`src/rtl/blk_pkg.sv`:
```
package blk_pkg;

  typedef enum logic [1:0] {
    MODE_COPY_UP = 2'd0,
    MODE_COPY_DN = 2'd1,
    MODE_SCAN_UP = 2'd2,
    MODE_SCAN_DN = 2'd3
  } blk_mode_e;

  localparam logic [7:0] OPC_PREFIX  = 8'hED;
  localparam logic [7:0] OPC_COPY_UP = 8'hB0;
  localparam logic [7:0] OPC_COPY_DN = 8'hB8;
  localparam logic [7:0] OPC_SCAN_UP = 8'hB1;
  localparam logic [7:0] OPC_SCAN_DN = 8'hB9;

  // flag byte bit positions (decoded by the surrounding core)
  localparam int FB_S  = 7;
  localparam int FB_Z  = 6;
  localparam int FB_H  = 4;
  localparam int FB_PV = 2;
  localparam int FB_N  = 1;
  localparam int FB_C  = 0;

  // clock states of each phase of one iteration
  localparam int PH_OPC  = 4;
  localparam int PH_OPC2 = 4;
  localparam int PH_RD   = 3;
  localparam int PH_WR   = 5;
  localparam int PH_RPT  = 5;

  localparam int T_READ   = PH_OPC;
  localparam int T_WRITE  = PH_OPC + PH_OPC2;
  localparam int T_UPDATE = PH_OPC + PH_OPC2 + PH_RD + PH_WR - 1;
  localparam int T_LAST   = PH_OPC + PH_OPC2 + PH_RD + PH_WR + PH_RPT - 1;

endpackage

```
`src/rtl/blk_decode.sv`:
```
module blk_decode
  import blk_pkg::*;
(
  input  logic [7:0] pfx,
  input  logic [7:0] op,
  output logic       ok,
  output blk_mode_e  mode
);
  always_comb begin
    ok   = (pfx == OPC_PREFIX);
    mode = MODE_COPY_UP;
    unique case (op)
      OPC_COPY_UP: mode = MODE_COPY_UP;
      OPC_COPY_DN: mode = MODE_COPY_DN;
      OPC_SCAN_UP: mode = MODE_SCAN_UP;
      OPC_SCAN_DN: mode = MODE_SCAN_DN;
      default:     ok   = 1'b0;
    endcase
  end
endmodule

```
`src/rtl/blk_step.sv`:
```
module blk_step #(
  parameter int W = 16
) (
  input  logic [W-1:0] cur,
  input  logic         down,
  output logic [W-1:0] nxt
);
  localparam logic [W-1:0] ONE = {{(W-1){1'b0}}, 1'b1};
  assign nxt = down ? (cur - ONE) : (cur + ONE);
endmodule

```
`src/rtl/blk_tcount.sv`:
```
module blk_tcount #(
  parameter int LAST = 20,
  localparam int CW  = $clog2(LAST + 1)
) (
  input  logic          clk,
  input  logic          rst,
  input  logic          adv,
  output logic [CW-1:0] cnt
);
  localparam logic [CW-1:0] C_LAST = CW'(LAST);
  always_ff @(posedge clk) begin
    if (rst || !adv)        cnt <= '0;
    else if (cnt == C_LAST) cnt <= '0;
    else                    cnt <= cnt + 1'b1;
  end
endmodule

```
`src/rtl/blk_flags.sv`:
```
module blk_flags
  import blk_pkg::*;
#(
  parameter int DW = 8
) (
  input  logic [7:0]    f_old,
  input  logic          scan,
  input  logic [DW-1:0] acc,
  input  logic [DW-1:0] mbyte,
  input  logic          cnt_nz,
  output logic [7:0]    f_new
);
  logic [DW-1:0] diff;
  always_comb begin
    diff  = acc - mbyte;
    f_new = f_old;
    if (scan) begin
      f_new[FB_S]  = diff[DW-1];
      f_new[FB_Z]  = (acc == mbyte);
      f_new[FB_H]  = (acc[3:0] < mbyte[3:0]);
      f_new[FB_PV] = cnt_nz;
      f_new[FB_N]  = 1'b1;
    end else begin
      f_new[FB_H]  = 1'b0;
      f_new[FB_PV] = 1'b0;
      f_new[FB_N]  = 1'b0;
    end
  end
endmodule

```
`src/rtl/blk_engine.sv`:
```
module blk_engine
  import blk_pkg::*;
#(
  parameter int AW = 16,
  parameter int DW = 8
) (
  input  logic          clk,
  input  logic          rst,
  input  logic          cmd_valid,
  output logic          cmd_ready,
  input  logic [7:0]    cmd_pfx,
  input  logic [7:0]    cmd_op,
  input  logic [AW-1:0] hl_in,
  input  logic [AW-1:0] de_in,
  input  logic [AW-1:0] bc_in,
  input  logic [DW-1:0] acc_in,
  input  logic [7:0]    flags_in,
  output logic          mem_rd,
  output logic          mem_wr,
  output logic [AW-1:0] mem_addr,
  output logic [DW-1:0] mem_wdata,
  input  logic [DW-1:0] mem_rdata,
  output logic [AW-1:0] hl_out,
  output logic [AW-1:0] de_out,
  output logic [AW-1:0] bc_out,
  output logic [7:0]    flags_out,
  output logic          busy,
  output logic          done
);
  localparam int CW = $clog2(T_LAST + 1);
  localparam logic [CW-1:0] C_RD  = CW'(T_READ);
  localparam logic [CW-1:0] C_CAP = CW'(T_READ + 1);
  localparam logic [CW-1:0] C_WR  = CW'(T_WRITE);
  localparam logic [CW-1:0] C_UPD = CW'(T_UPDATE);
  localparam logic [AW-1:0] ONE   = {{(AW-1){1'b0}}, 1'b1};

  logic          busy_q, done_q;
  blk_mode_e     mode_q;
  logic [AW-1:0] hl_q, de_q, bc_q;
  logic [DW-1:0] acc_q, rbuf_q;
  logic [7:0]    f_q;
  logic [CW-1:0] tcnt;

  logic          dec_ok;
  blk_mode_e     dec_mode;
  logic          accept, scan, down;
  logic          rd_ph, cap_ph, wr_ph, upd_ph, finish;
  logic [AW-1:0] hl_nx, de_nx, bc_nx;
  logic [7:0]    f_nx;

  blk_decode u_dec (
    .pfx  (cmd_pfx),
    .op   (cmd_op),
    .ok   (dec_ok),
    .mode (dec_mode)
  );

  assign scan = mode_q[1];
  assign down = mode_q[0];

  blk_tcount #(.LAST(T_LAST)) u_tc (
    .clk (clk),
    .rst (rst),
    .adv (busy_q && !finish),
    .cnt (tcnt)
  );

  blk_step #(.W(AW)) u_hl_step (.cur(hl_q), .down(down), .nxt(hl_nx));
  blk_step #(.W(AW)) u_de_step (.cur(de_q), .down(down), .nxt(de_nx));

  assign bc_nx = bc_q - ONE;

  blk_flags #(.DW(DW)) u_flags (
    .f_old  (f_q),
    .scan   (scan),
    .acc    (acc_q),
    .mbyte  (rbuf_q),
    .cnt_nz (bc_nx != '0),
    .f_new  (f_nx)
  );

  assign cmd_ready = !busy_q;
  assign accept    = cmd_valid && cmd_ready && dec_ok;

  assign rd_ph  = busy_q && (tcnt == C_RD);
  assign cap_ph = busy_q && (tcnt == C_CAP);
  assign wr_ph  = busy_q && !scan && (tcnt == C_WR);
  assign upd_ph = busy_q && (tcnt == C_UPD);
  assign finish = upd_ph && ((bc_nx == '0) || (scan && (acc_q == rbuf_q)));

  assign mem_rd    = rd_ph;
  assign mem_wr    = wr_ph;
  assign mem_addr  = wr_ph ? de_q : hl_q;
  assign mem_wdata = rbuf_q;

  always_ff @(posedge clk) begin
    if (rst) begin
      busy_q <= 1'b0;
      done_q <= 1'b0;
      mode_q <= MODE_COPY_UP;
      hl_q   <= '0;
      de_q   <= '0;
      bc_q   <= '0;
      acc_q  <= '0;
      rbuf_q <= '0;
      f_q    <= '0;
    end else begin
      done_q <= 1'b0;
      if (accept) begin
        busy_q <= 1'b1;
        mode_q <= dec_mode;
        hl_q   <= hl_in;
        de_q   <= de_in;
        bc_q   <= bc_in;
        acc_q  <= acc_in;
        f_q    <= flags_in;
      end
      if (cap_ph) rbuf_q <= mem_rdata;
      if (upd_ph) begin
        hl_q <= hl_nx;
        if (!scan) de_q <= de_nx;
        bc_q <= bc_nx;
        f_q  <= f_nx;
        if (finish) begin
          busy_q <= 1'b0;
          done_q <= 1'b1;
        end
      end
    end
  end

  assign hl_out    = hl_q;
  assign de_out    = de_q;
  assign bc_out    = bc_q;
  assign flags_out = f_q;
  assign busy      = busy_q;
  assign done      = done_q;

endmodule

```
`config.mk`:
```
export PLATFORM = sky130hd
export DESIGN_NAME = blk_engine
export DESIGN_NICKNAME = d
export VERILOG_FILES = /design/src/rtl/blk_pkg.sv /design/src/rtl/blk_decode.sv /design/src/rtl/blk_step.sv /design/src/rtl/blk_tcount.sv /design/src/rtl/blk_flags.sv /design/src/rtl/blk_engine.sv
export SDC_FILE = /design/constraint.sdc
export NUM_CORES = 1
export LEC_CHECK = 0
export ABC_AREA = 1
export BUFFER_PORTS_ARGS = -buffer_cell sky130_fd_sc_hd__clkbuf_2
export CAP_MARGIN = 0
export CORE_ASPECT_RATIO = 0.8
export CORE_MARGIN = 2
export CORE_UTILIZATION = 45
export CTS_CLUSTER_DIAMETER = 60
export DETAILED_ROUTE_END_ITERATION = 16
export PLACE_DENSITY = 0.72
export SYNTH_ARGS = -nofsm -noshare
export SYNTH_HDL_FRONTEND = slang
export SYNTH_HIERARCHICAL = 1
export SYNTH_SLANG_ARGS = --single-unit
```
`constraint.sdc`:
```
create_clock -name clk -period 3.8 [get_ports clk]
set_clock_uncertainty 0.05 [all_clocks]
set_input_delay 0.19 -clock clk [delete_from_list [all_inputs] [get_ports clk]]
set_output_delay 0.19 -clock clk [all_outputs]
set_load 0.03 [all_outputs]
```
# After elaboration in Yosys (flattened, before gate mapping)
# Cells that the tools add are included.
[word_totals]
register_bits = 81
input_bits = 91
output_inout_bits = 85
word_cells = 78
[classes]
addsub = 7
order_cmp = 1
eq_ne = 12
n_mux = 21
bitwise_logic = 1
n_reduce_logical = 24
[ops]
columns = ["cell", "n"]
rows = [
  ["16-bit 2-to-1 mux", 10],
  ["16-bit by 1-bit subtractor with 16-bit output, second input constant", 3],
  ["8-bit equality test, second input constant", 5],
  ["16-bit by 1-bit adder with 16-bit output, second input constant", 2],
  ["16-bit logical NOT", 1],
  ["8-bit 2-to-1 mux", 2],
  ["16-bit nonzero test", 1],
  ["5-bit by 3-bit equality test with 1-bit output, second input constant", 2],
  ["5-bit by 4-bit equality test with 1-bit output, second input constant", 2],
  ["1-bit logical AND", 10],
  ["8-bit equality test", 1],
  ["8-bit subtractor", 1],
  ["1-bit 2-to-1 mux", 6],
  ["2-bit one-hot mux with 3 select lines", 1],
  ["5-bit by 1-bit adder with 5-bit output, second input constant", 1],
  ["5-bit equality test, second input constant", 1],
  ["1-bit logical NOT", 4],
  ["4-bit less-than comparator", 1],
  ["2-bit 2-to-1 mux", 2],
  ["2-bit AND reduction", 2],
  ["2-bit OR reduction", 2],
  ["4-bit OR reduction", 1],
  ["1-bit logical OR", 2],
  ["2-bit inequality test, second input constant", 1],
  ["2 further kinds", 2],
]

# Longest topological paths before layout
# Gate-level depths: netlist of run 1.
[depth]
ltp_word = 9
mapped_depth = 17

# Cells and area by module
# Netlist of run 1, hierarchy kept.
[by_module_without_submodules]
columns = ["mod", "n_inst", "cells_each", "area_per_inst_um2"]
rows = [
  ["blk_engine", 1, 619, 4008.8],
  ["blk_step", 2, 175, 915.9],
  ["blk_flags", 1, 50, 297.8],
  ["blk_tcount", 1, 33, 237.7],
  ["blk_decode", 1, 20, 88.8],
]

# Least setup slack after synthesis of run 1
# No wires, ideal clock.
[synth_path]
path_kind = "register to register"
start = "register mode_q[0]"
end = "register de_q[14] (netlist: de_out[14])"
setup_ns = 0.118
arrival_ns = 2.110
t_required_ns = 3.632
path_slack_ns = 1.522
path_stages_with_launch = 10
path_cell_list = "dfxtp_1 ha_1 a21oi_1 nand2_1 a21oi_1 nand2_1 nand2_1 nand2_1 nor3_1 nor2_1"
[synth_via]
elab_chain_len = 3
[synth_lines]
columns = ["element", "line", "source"]
rows = [
  ["start, declared", "blk_engine.sv:38", "blk_mode_e mode_q;"],
  ["start signal, assigned", "blk_engine.sv:111", "mode_q <= dec_mode;"],
  ["16-bit 2-to-1 mux", "blk_step.sv:9", "assign nxt = down ? (cur - ONE) : (cur + ONE);"],
  ["named net de_nx[14]", "blk_engine.sv:48", "logic [AW-1:0] hl_nx, de_nx, bc_nx;"],
  ["16-bit 2-to-1 mux", "blk_engine.sv:121", "if (!scan) de_q <= de_nx;"],
  ["16-bit 2-to-1 mux", "blk_engine.sv:119", "if (upd_ph) begin"],
  ["end signal, assigned", "blk_engine.sv:113", "de_q <= de_in;"],
  ["end signal, assigned", "blk_engine.sv:121", ""],
  ["end, declared", "blk_engine.sv:39", "logic [AW-1:0] hl_q, de_q, bc_q;"],
]
# The timed path passes the listed nets, and every way through them passes these cells.
# A chain may end at the register's enable or synchronous reset.

# Worst setup path in the final report of run 1
[layout_path]
start = "register busy_q (netlist: busy)"
end = "output port mem_addr[2]"
[layout_via]
elab_chain_len = 3
[layout_lines]
columns = ["element", "line", "source"]
rows = [
  ["start, declared", "blk_engine.sv:37", "logic busy_q, done_q;"],
  ["start signal, assigned", "blk_engine.sv:98", "busy_q <= 1'b0;"],
  ["start signal, assigned", "blk_engine.sv:110", "busy_q <= 1'b1;"],
  ["start signal, assigned", "blk_engine.sv:125", "busy_q <= 1'b0;"],
  ["1-bit logical AND (2 in series)", "blk_engine.sv:87", "assign wr_ph = busy_q && !scan && (tcnt == C_WR);"],
  ["16-bit 2-to-1 mux", "blk_engine.sv:93", "assign mem_addr = wr_ph ? de_q : hl_q;"],
  ["end, declared", "blk_engine.sv:20", "output logic [AW-1:0] mem_addr,"],
]
# No other way between the ends.

==> summary by stage, run 1 <==
Floorplan
The die covers 15300 sq um. The floorplan step set the die height to 111 microns. In this run the horizontal extent of the chip is 138 microns. After floorplanning, the core was sized to cover 14200 sq um. The floorplan has 39 rows. The number of I/O pins is 176. Once the floorplan was initialized, standard cells occupied 45.7% of the core.

STA
The max-slew violation total from the final report came to 0. The worst path in the final design needs a cycle of 2.71 ns, including I/O delays and setup. The worst path meets setup with 1.09 ns of slack.

Setup repair after global routing left no endpoint under its margin. The relative slew slack is 37.5%. Static timing analysis puts the maximum clock frequency at 369 MHz. The total negative setup slack is 0 ns.

The final hold violation count is 0. The number of setup violations in the final report is 0. At the pin with the least slew margin, the transition time is 0.931 ns.

The final critical path takes up 71.3% of the cycle.

Detailed routing
The overall via count from detail_route is 7123. In the final routed layout, each cell accounts on average for 13.6 microns. Using the TritonRoute via totals, the vias-per-cell ratio works out to 5.02. For this block, the initial DRC count from the detailed router was 537. The number of nets with antenna violations after detailed routing is 0.

For this run, design rule violations remaining after detail routing come to 0. The first-pass iteration count of the detailed router is 5. The wire length reported by the detailed router is 19200 microns.

Yosys
The count of unique library cells instantiated by Yosys is 37. In the synthesized netlist, the number of instances is 1072. Ranked by total cell area, the synthesized netlist is headed by sky130_fd_sc_hd__dfxtp_1 25%, sky130_fd_sc_hd__nand2_1 23%, sky130_fd_sc_hd__ha_1 7.5%. sky130_fd_sc_hd__dfxtp_1 takes more of the synthesized area than any other cell. After synthesis, the mean cell area works out to 6.03 sq um.

After synthesis, the share of flip-flops with an asynchronous set or reset is 0%. The register bit count reported by yosys is 81. The share of the synthesized area in the top cell type is 25.1%. Counting flops with a built-in enable in the synthesized netlist gives 0. By instance count, the leading cell after synthesis is sky130_fd_sc_hd__nand2_1. The commonest cells after synthesis are 397 x sky130_fd_sc_hd__nand2_1, 130 x sky130_fd_sc_hd__inv_1, 97 x sky130_fd_sc_hd__nor2_1. Summing every instance area after synthesis gives 6460 sq um. The most frequently used flop master after synthesis is sky130_fd_sc_hd__dfxtp_1. The Yosys warning count is 6. Sequential elements use 25.1% of the synthesized area. The number of nets handed over by synthesis was 1204.

Worst hold path
The hold path startpoint is mem_rdata[6]. The path with the worst hold slack has its endpoint at mem_wdata[6]. The count of cells along the worst hold path is 3.

The class of the most critical hold timing path is input pin to register.

Final layout
The number of nets in the layout is 1361. The layout overhead on the synthesized area is 19.9%. In the final layout, the share of cells above drive strength 1 is 22.5%. The end-of-flow core utilization is 54.8%. The repair_antennas step left the layout with diodes totalling 0.

Power and ir drop
The areal power density over the cells is 228 nW/um^2. The worst-case IR drop observed on VDD is 202 uV. The switching fraction of total power is 22.7%. The internal power consumption is 1.37 mW. The combinational share of power is 4.0%. The design draws 1.77 mW. The share of total power dissipated in the clock network is 47.9%. Sequential cells account for 48.1% of the total power. For this design the total switching power over the nets is 0.400 mW.

The analysis attributes to cell leakage a power of 4.30 nW.

Critical path
Walking the worst path, the cells encountered are inv_1, nor4_1, nand2_1, clkinv_1, nand2_1, nand2_1, clkbuf_2. In this design, the critical path's most frequently occurring cell is sky130_fd_sc_hd__nand2_1. In this run the worst path has a maximum fanout of 17. The critical path endpoint category is an output pin. The sort of element at the start of the critical path is a register. In this run the critical register-to-register path is captured at de_out[15]. The register-to-register path setup slack is 1.32 ns.

The worst setup path is of the register to output pin kind. The signal arrival time at the worst endpoint is 2.47 ns. The worst register-to-register path begins at mode_q[0]. The worst-path cell with the longest stage delay is sky130_fd_sc_hd__nand2_1. Data on the critical path is required at its endpoint by 3.56 ns. For the worst flop-to-flop path, the logic depth is 12.

The largest stage delay on the critical path is 0.44 ns.

Clock tree
The number of setup buffers added after CTS is 0. The TritonCTS buffer count is 9. The number of H-tree levels is 3. CTS placed an instance of sky130_fd_sc_hd__clkbuf_16 at the clock tree root. The maximum clock path buffer count is 2. The clock tree from TritonCTS is yes. The latest clock arrival within the worst-skew pair is 0.35 ns. The clock-pin slew of the registers on the worst-case setup and hold paths is 0.06 ns. The clock sink total is 81. The number of resized instances in the post-cts repair step is 0. After clock tree synthesis, the flow added hold-fix buffers numbering 0.

Place
The placed wire-length estimate is 14500 microns. The worst setup slack after placement is 1.36 ns. Routability-driven placement finished with a final weighted congestion of 0.915.

Input and output buffers added on the ports amount to 175.

GRT
Entering global routing, the biggest net connects 42 pins. The global-route wire length before repair is 31700 microns. The number of global-route vias before repair is 6449. In the global route stage, met3 resource usage came out at 4.71%. In the global route stage, overall resource usage came out at 24.9%. The most used routing layer in global routing is met2. The total overflow left after global routing is 0.

The number of antenna violations at the first check in global routing is 0. The met1 track demand over resource in global routing is 34.8%. The met2 layer usage reported by global route is 38.8%.

Run status
The flow ran to the end, and the final reports show no timing, DRC or antenna violations.

Flow run
The number of max-cap violations is 0.
[registers in the layout, summed over array words and instances (netlist names)]
register	count
mode_q	2
mem_wdata	8
de_out	16
busy	1
acc_q	8
u_tc/cnt	5
bc_out	16
flags_out	8
done	1
hl_out	16
[through the flow]
step	cell area, sq um	cells	hold WS [ns]
6_report	7750	1418	0.0194
5_1_grt	7750	1418	0.0313
4_1_cts	7750	1418	0.00924
3_5_place_dp	7470	1402	0.369
3_3_place_gp	7470	1402	0.367
2_1_floorplan	6460	1072	0.275
[cell usage in the layout, fill, tap and decap left out, drive strengths merged]
cell type,n
clkinv,3
a211oi,3
xor2,18
nand2,423
o21ai,44
nor3,26
nand3b,6
inv,144
dfxtp,81
xnor2,5
ha,39
and2,1
a21oi,32
a221oi,4
nand4,6
clkbuf,187
o2111ai,1
clkinvlp,1
o211ai,9
nand3,41
nor4,2
a31oi,27
a22o,2
o22ai,1
fa,2
nor2,117
buf,9
[logic make-up after synthesis]
kind of cell	synth area share (%)
AOI/OAI and AO/OA	11.5
xor gates and xnor gates	3.12
DFF	25.1
and+or+nand+nor	41.0
adders and majority gates	8.17
buffers and inverters	11.1
[final cells by class]
| type | instances | area (sq um) |
|---|---|---|
| Inverter | 144 | 541 |
| Multi-Input combinational cell | 809 | 4130 |
| Fill cell | 1473 | 6400 |
| Sequential cell | 81 | 1620 |
| Clock inverter | 4 | 26.3 |
| Tap cell | 184 | 230 |
| Timing Repair Buffer | 184 | 943 |
| Clock buffer | 12 | 256 |
[worst max-delay path, delay by kind of cell (launching register included)]
family,cells,cell delay [ns]
buffers and inverters,3,0.75
AND/OR/NAND/NOR,4,0.95
flip-flops,1,0.40
[power groups by stage]
| stage | clock network [mW] | registers, mW | logic (mW) |
|---|---|---|---|
| final | 0.847 | 0.849 | 0.0707 |
| after global placement | 0 | 0.868 | 0.0705 |
| after detailed placement | 0 | 0.868 | 0.0705 |
| after CTS | 0.866 | 0.849 | 0.0709 |
| after global routing | 0.898 | 0.848 | 0.0781 |
| after floorplan | 0 | 0.868 | 0.0174 |
[per-layer routing]
metal  routed length [microns]  vias up
met5                         0        -
met4                       443        0
met3                      1070       27
met2                      8230      228
met1                      9490     3186
li1                          -     3682
[worst max path at each step]
| stage | start | endpoint | cells past startpoint |
|---|---|---|---|
| after floorplan | mode_q[0] | de_out[14] | 9 |
| after global placement | mode_q[0] | de_out[14] | 10 |
| after detailed placement | mode_q[0] | de_out[14] | 10 |
| after CTS | u_tc/cnt[2] | mem_addr[2] | 6 |
| after global routing | busy | mem_addr[2] | 7 |
| final | busy | mem_addr[2] | 7 |
(Power assumes the default switching activity.)
==> run 2: changes to the inputs <==
==> constraint.sdc (replaced) <==
create_clock -name clk -period 2.7 [get_ports clk]
set_clock_uncertainty 0.05 [all_clocks]
set_input_delay 0.135 -clock clk [delete_from_list [all_inputs] [get_ports clk]]
set_output_delay 0.135 -clock clk [all_outputs]
set_load 0.03 [all_outputs]
==> summary by stage, run 2 (same netlist as run 1, synthesis figures left out) <==
STA
The relative slew slack is 55.4% (+18 points). The final period demand of the worst path is 2.34 ns. The measured slew at the worst slew-check pin was 0.670 ns (-0.261 ns).

The final hold violation count is 0 (unchanged). The max-slew violation total from the final report is 0 (unchanged). The share of the cycle needed by the critical path after routing is 86.6%. The number of setup violations in the final report came to 0 (unchanged). Setup repair after global routing left no endpoint under its margin. The total negative setup slack was 0 ns (unchanged). The minimum setup slack in the final design was 0.363 ns (-0.728 ns). Based on the critical path, the design can be clocked at up to 428 MHz.

Final layout
The most common cell after layout, fill and taps aside is sky130_fd_sc_hd__nand2_1. The layout overhead on the synthesized area is 24.3%. The fraction of layout cells with a size suffix above 1 came to 22.4% (-0.17 points). In the layout the commonest cells are 397 x sky130_fd_sc_hd__nand2_1, 175 x sky130_fd_sc_hd__clkbuf_2, 129 x sky130_fd_sc_hd__inv_1, 96 x sky130_fd_sc_hd__nor2_1, 81 x sky130_fd_sc_hd__dfxtp_1. The number of antenna cells inserted was 0 (unchanged). The number of nets in the layout is 1388 (+2.0%). The fill cell instance count of the final layout is 1422 (-3.5%).

Run status
The flow ran to the end, and the final reports show no timing, DRC or antenna violations.

Floorplan
The starting density of the core came to 45.7% (unchanged). The number of I/O pins is 176 (unchanged). The die outline height came to 111 microns (unchanged). The width of the chip was 138 microns (unchanged). The core footprint is 14200 sq um (unchanged). The floorplan row count is 39 (unchanged). The area of the die is 15300 sq um (unchanged).

Clock tree
The CTS root buffer is sky130_fd_sc_hd__clkbuf_16. The TritonCTS buffer count was 9 (unchanged). The number of resized instances in the post-cts repair step is 0 (unchanged).

The clock tree from TritonCTS is yes. The clock-pin slew of the registers on the worst-case setup and hold paths is 0.07 ns (about the same). The maximum clock path buffer count was 2 (unchanged). The clock sink total is 81 (unchanged). The number of H-tree levels is 3 (unchanged).

The latest clock arrival within the worst-skew pair is 0.34 ns (about the same).

GRT
The global-route wire length before repair was 32600 microns (+2.9%). The number of antenna violations at the first check in global routing is 0 (unchanged). The total congestion overflow after global routing is 0 (unchanged).

The overall routing resource usage was 25.5% (+0.57 points). The number of global-route vias before repair is 6718 (+4.2%). The maximum number of pins on one net before global-route repair is 66 (+57%).

Place
The worst setup slack after placement is 0.563 ns (-0.797 ns). The routability congestion estimate is 0.911 (-0.52%). The count of port buffers added during placement is 175 (unchanged). The placed wire-length estimate came to 14500 microns (-0.10%).

Detailed routing
The wire length reported by the detailed router is 19500 microns (+1.2%). The per-cell routed wire length is 13.5 microns (-0.65%). The total DRC errors in the routed layout is 0 (unchanged). The number of nets with antenna violations after detailed routing is 0 (unchanged). The DRC marker count from the first detailed-route iteration is 525 (-2.2%). The overall via count from detail_route is 7247 (+1.7%). The first-pass iteration count of the detailed router is 5 (unchanged). The via count normalized by instance count is 5.02 (-0.16%).

Critical path
The worst setup path endpoint is mem_addr[7]. The sort of element at the start of the critical path is a register. The highest fanout seen on the critical path is 17 (unchanged). The worst path required time is 2.52 ns (-1.04 ns). The origin of the critical flop-to-flop path is bc_out[0]. The register-to-register path setup slack is 0.53 ns (-0.79 ns). The most critical setup path has its startpoint at busy. The worst setup path is captured at an output pin.

The signal arrival time at the worst endpoint came to 2.15 ns (-0.32 ns). The critical path in this run is classified as register to output pin. The number of cells traversed by the worst register-to-register path is 16 (+4). The endpoint identified for the worst register-to-register timing path is u_tc/cnt[4].

Power and ir drop
The leakage power is 4.42 nW (+2.9%). The worst ir drop on vdd is 268 uV (+33%). The areal power density over the cells came to 323 nW/um^2 (+42%).

Worst hold path
The class of the most critical hold timing path is input pin to register.

Flow run
The number of max-cap violations was 0 (unchanged).
## run 2: cell count changes in the layout (fill, tap and decap cells not counted)
cell                            before  now
sky130_fd_sc_hd__dlygate4sd3_1       0   24
sky130_fd_sc_hd__bufinv_16           0    1
sky130_fd_sc_hd__clkbuf_1            1    0
sky130_fd_sc_hd__clkinv_4            0    1
sky130_fd_sc_hd__clkbuf_8            2    1
sky130_fd_sc_hd__buf_4               9   12
## run 2: layout make-up
class	count	area, sq um	share of cell area (%)
flip-flops and latches	81	1620	20.2
clock inverters	6	65.1	0.810
inverters	144	541	6.73
repair buffers	211	1210	15.0
clock buffers	10	239	2.97
multi-input cells	809	4130	51.4
well taps	184	230	2.87
## run 2: worst max-delay path, stage by stage, from the launching register on
cell and delay [ns]:
sky130_fd_sc_hd__dfxtp_1 0.40, sky130_fd_sc_hd__inv_1 0.13, sky130_fd_sc_hd__nor4_1 0.28, sky130_fd_sc_hd__nand2_1 0.09, sky130_fd_sc_hd__buf_4 0.21, sky130_fd_sc_hd__clkinv_1 0.28, sky130_fd_sc_hd__nand2_1 0.13, sky130_fd_sc_hd__nand2_1 0.09
sky130_fd_sc_hd__clkbuf_2 0.20
## run 2: report_power, final
group	internal, mW	total [mW]	leakage, nW	switching, mW
Combinational	0.0771	0.127	3.62	0.0500
Sequential	1.19	1.19	0.652	0.0000480
Clock	0.744	1.28	0.149	0.531
## run 2: stage by stage
stage	util [%]	hold slack [ns]	cells	area (sq um)	power (mW)
floorplan	-	0.220	1072	6460	1.25
global placement	52.9	0.308	1405	7490	1.32
detailed placement	52.9	0.315	1405	7490	1.32
CTS	56.8	0.00163	1445	8030	2.63
global route	56.8	0.00823	1445	8030	2.68
finish	56.8	0.00745	1445	8030	2.60
## run 2: per-layer routing
| layer | global-route usage, % | part of all wire [%] |
|---|---|---|
| met4 | 6.46 | 1.5 |
| met3 | 4.28 | 5.8 |
| met2 | 41.1 | 44 |
| met1 | 35.4 | 48 |
| met5 | 0 | 0 |
## run 2: worst min path at each step
stage | from | to | slack, ns | cells past startpoint
after floorplan | mem_rdata[0] | mem_wdata[0] | 0.22 | 2
after global placement | mem_rdata[0] | mem_wdata[0] | 0.31 | 3
after detailed placement | mem_rdata[0] | mem_wdata[0] | 0.32 | 3
after CTS | hl_in[0] | hl_out[0] | 0.002 | 3
after global routing | hl_in[0] | hl_out[0] | 0.008 | 3
final | acc_in[4] | acc_q[4] | 0.007 | 3
## run 2: repair_timing
item                      CTS  global route
hold endpoints to repair   24             0
setup buffers               0             0
hold buffers               24             0
==> run 3: changes to the inputs <==
==> constraint.sdc (replaced) <==
create_clock -name clk -period 2.7 [get_ports clk]
set_clock_uncertainty 0.05 [all_clocks]
set_input_delay 0.135 -clock clk [delete_from_list [all_inputs] [get_ports clk]]
set_output_delay 0.135 -clock clk [all_outputs]
set_load 0.05 [all_outputs]
==> summary by stage, run 3 (same netlist as run 1, synthesis figures left out) <==
Run status
The flow ran to the end, and the final reports show no timing, DRC or antenna violations.

Detailed routing
The number of nets with antenna violations after detailed routing is 0 (unchanged). The overall via count from detail_route is 7207 (-0.55%). The via count normalized by instance count is 4.96 (-1.2%). The wire length reported by the detailed router was 19600 microns (+0.54%).

The first-pass iteration count of the detailed router is 5 (unchanged). The DRC marker count from the first detailed-route iteration was 507 (-3.4%). The per-cell routed wire length is 13.5 microns (about the same). The total DRC errors in the routed layout is 0 (unchanged).

Clock tree
The clock sink total is 81 (unchanged). TritonCTS built the clock tree. The maximum clock path buffer count is 2 (unchanged). The number of H-tree levels was 3 (unchanged). The latest clock arrival within the worst-skew pair was 0.35 ns (about the same).

The clock-pin slew of the registers on the worst-case setup and hold paths is 0.06 ns (about the same). The TritonCTS buffer count came to 9 (unchanged). The cell sitting at the root of the clock tree is a sky130_fd_sc_hd__clkbuf_16.

Power and ir drop
The net switching power figure is 0.577 mW (-0.68%). The internal power consumption came to 1.95 mW (-3.4%). The worst ir drop on vdd came to 301 uV (+12%). The leakage power came to 4.45 nW (+0.65%). The post-route total power is 2.53 mW (-2.8%). The combinational share of power is 5.4% (+0.5 points). The switching fraction of total power was 22.9% (+0.48 points).

The part of the total power dissipated in sequential elements is 47.3% (+1.3 points). The areal power density over the cells is 311 nW/um^2 (-3.7%). The clock network fraction of design power is 47.3% (-1.8 points).

Final layout
The number of nets in the layout is 1397 (+0.65%). The register cell area after layout was 1620 sq um (unchanged). The fraction of layout cells with a size suffix above 1 is 22.3% (-0.080 points).

Leaving out fill and tap cells, the most frequent cells in the layout are 397 x sky130_fd_sc_hd__nand2_1, 175 x sky130_fd_sc_hd__clkbuf_2, 129 x sky130_fd_sc_hd__inv_1, 96 x sky130_fd_sc_hd__nor2_1, 81 x sky130_fd_sc_hd__dfxtp_1. The filler-free cell count of the finished design is 1454 (+0.62%). The number of antenna cells inserted is 0 (unchanged).

The most common cell after layout, fill and taps aside is sky130_fd_sc_hd__nand2_1. The fill cell instance count of the final layout is 1414 (-0.56%). The footprint of the multi-input gates is 4130 sq um (unchanged).

The area growth from synthesis to layout is 25.5%.

Floorplan
The core footprint is 14200 sq um (unchanged). The floorplan row count was 39 (unchanged). The die outline height was 111 microns (unchanged).

The number of I/O pins is 176 (unchanged). The starting density of the core came to 45.7% (unchanged). The width of the chip is 138 microns (unchanged). The area of the die is 15300 sq um (unchanged).

Critical path
The signal arrival time at the worst endpoint was 2.20 ns (+0.05 ns). STA classifies the critical path endpoint as an output pin. The worst path required time was 2.52 ns (about the same). The highest fanout seen on the critical path came to 17 (unchanged). The sort of element at the start of the critical path is a register. The type of the setup path with the least slack is register to output pin.

STA
The fmax is 419 MHz (-2.2%). The total negative setup slack is 0 ns (unchanged). Setup repair after global routing left no endpoint under its margin. The share of the cycle needed by the critical path after routing is 88.5% (+1.9 points). The final hold violation count was 0 (unchanged). The number of setup violations in the final report is 0 (unchanged). The relative slew slack is 59.8% (+4.5 points). The max-slew violation total from the final report is 0 (unchanged).

The measured slew at the worst slew-check pin came to 0.601 ns (-0.0682 ns). The final period demand of the worst path came to 2.39 ns (+0.0520 ns).

Flow run
The number of max-cap violations is 0 (unchanged).

Place
The count of port buffers added during placement is 175 (unchanged). The routability congestion estimate is 0.951 (+4.4%). The number of placed instances with taps included was 1406 (+0.071%).

The placed wire-length estimate is 14600 microns (+0.62%).

Worst hold path
The class of the most critical hold timing path is input pin to register.

GRT
The total congestion overflow after global routing is 0 (unchanged). The number of global-route vias before repair came to 6753 (+0.52%). The maximum number of pins on one net before global-route repair is 66 (unchanged). The number of antenna violations at the first check in global routing is 0 (unchanged).

The overall routing resource usage is 25.5% (+0.034 points). The global-route wire length before repair is 32500 microns (-0.34%).
## run 3: final cells by class
| type | count | share of cell area [%] |
|---|---|---|
| tap | 184 | 2.84 |
| clock inverter | 5 | 0.370 |
| sequential | 81 | 20.0 |
| inverter | 144 | 6.66 |
| clock buffer | 11 | 3.12 |
| multi-input combinational | 809 | 50.9 |
| timing repair buffer | 220 | 16.1 |
## run 3: final timing paths
| kind | from | to | slack, ns | depth (start not counted) |
|---|---|---|---|---|
| setup / recovery | busy | mem_addr[14] | 0.31 | 8 |
| hold / removal | acc_in[3] | acc_q[3] | 0.01 | 3 |
| setup reg to reg | bc_out[0] | u_tc/cnt[4] | 0.52 | 16 |
| hold reg to reg | flags_out[1] | flags_out[1] | 0.43 | 2 |
## run 3: worst max-delay path, stage by stage (launching register included)
cell and delay, ns:
sky130_fd_sc_hd__dfxtp_1 0.41, sky130_fd_sc_hd__inv_1 0.13, sky130_fd_sc_hd__nor4_1 0.28, sky130_fd_sc_hd__nand2_1 0.09, sky130_fd_sc_hd__buf_4 0.20, sky130_fd_sc_hd__clkinv_1 0.27, sky130_fd_sc_hd__nand2_1 0.12, sky130_fd_sc_hd__nand2_1 0.08
sky130_fd_sc_hd__clkbuf_2 0.27
## run 3: per-layer routing
metal  global-route usage, %  vias to the layer above  routed length [microns]
met4                    6.12                        0                      260
met2                    41.0                      185                     8590
met3                    5.05                       21                      980
met1                    35.3                     3233                     9750
met5                       0                        -                        0
li1                        -                     3768                        -
## run 3: power groups by stage
stage	Clock, mW	Sequential (mW)	Combinational, mW
6_report	1.19	1.19	0.136
5_1_grt	1.28	1.19	0.148
4_1_cts	1.23	1.19	0.136
3_5_place_dp	0	1.22	0.0988
3_3_place_gp	0	1.22	0.0980
2_1_floorplan	0	1.22	0.0245
## run 3: through the flow
step | area, sq um | setup slack [ns] | hold slack, ns | utilization, %
6_report | 8110 | 0.311 | 0.0103 | 57.3
4_1_cts | 8110 | 0.302 | 0.00593 | 57.3
2_1_floorplan | 6460 | 0.0476 | 0.220 | -
5_1_grt | 8110 | 0.122 | 0.0107 | 57.3
3_3_place_gp | 7510 | 0.633 | 0.312 | 53.1
3_5_place_dp | 7510 | 0.562 | 0.318 | 53.1
## run 3: timing repair
action / 4_1_cts / 5_1_grt
hold buffers: 32 / 0
setup buffers: 0 / 0
gates resized for setup: 0 / 0
endpoints found under the setup margin: 0 / 0
endpoints found under the hold margin: 32 / 0
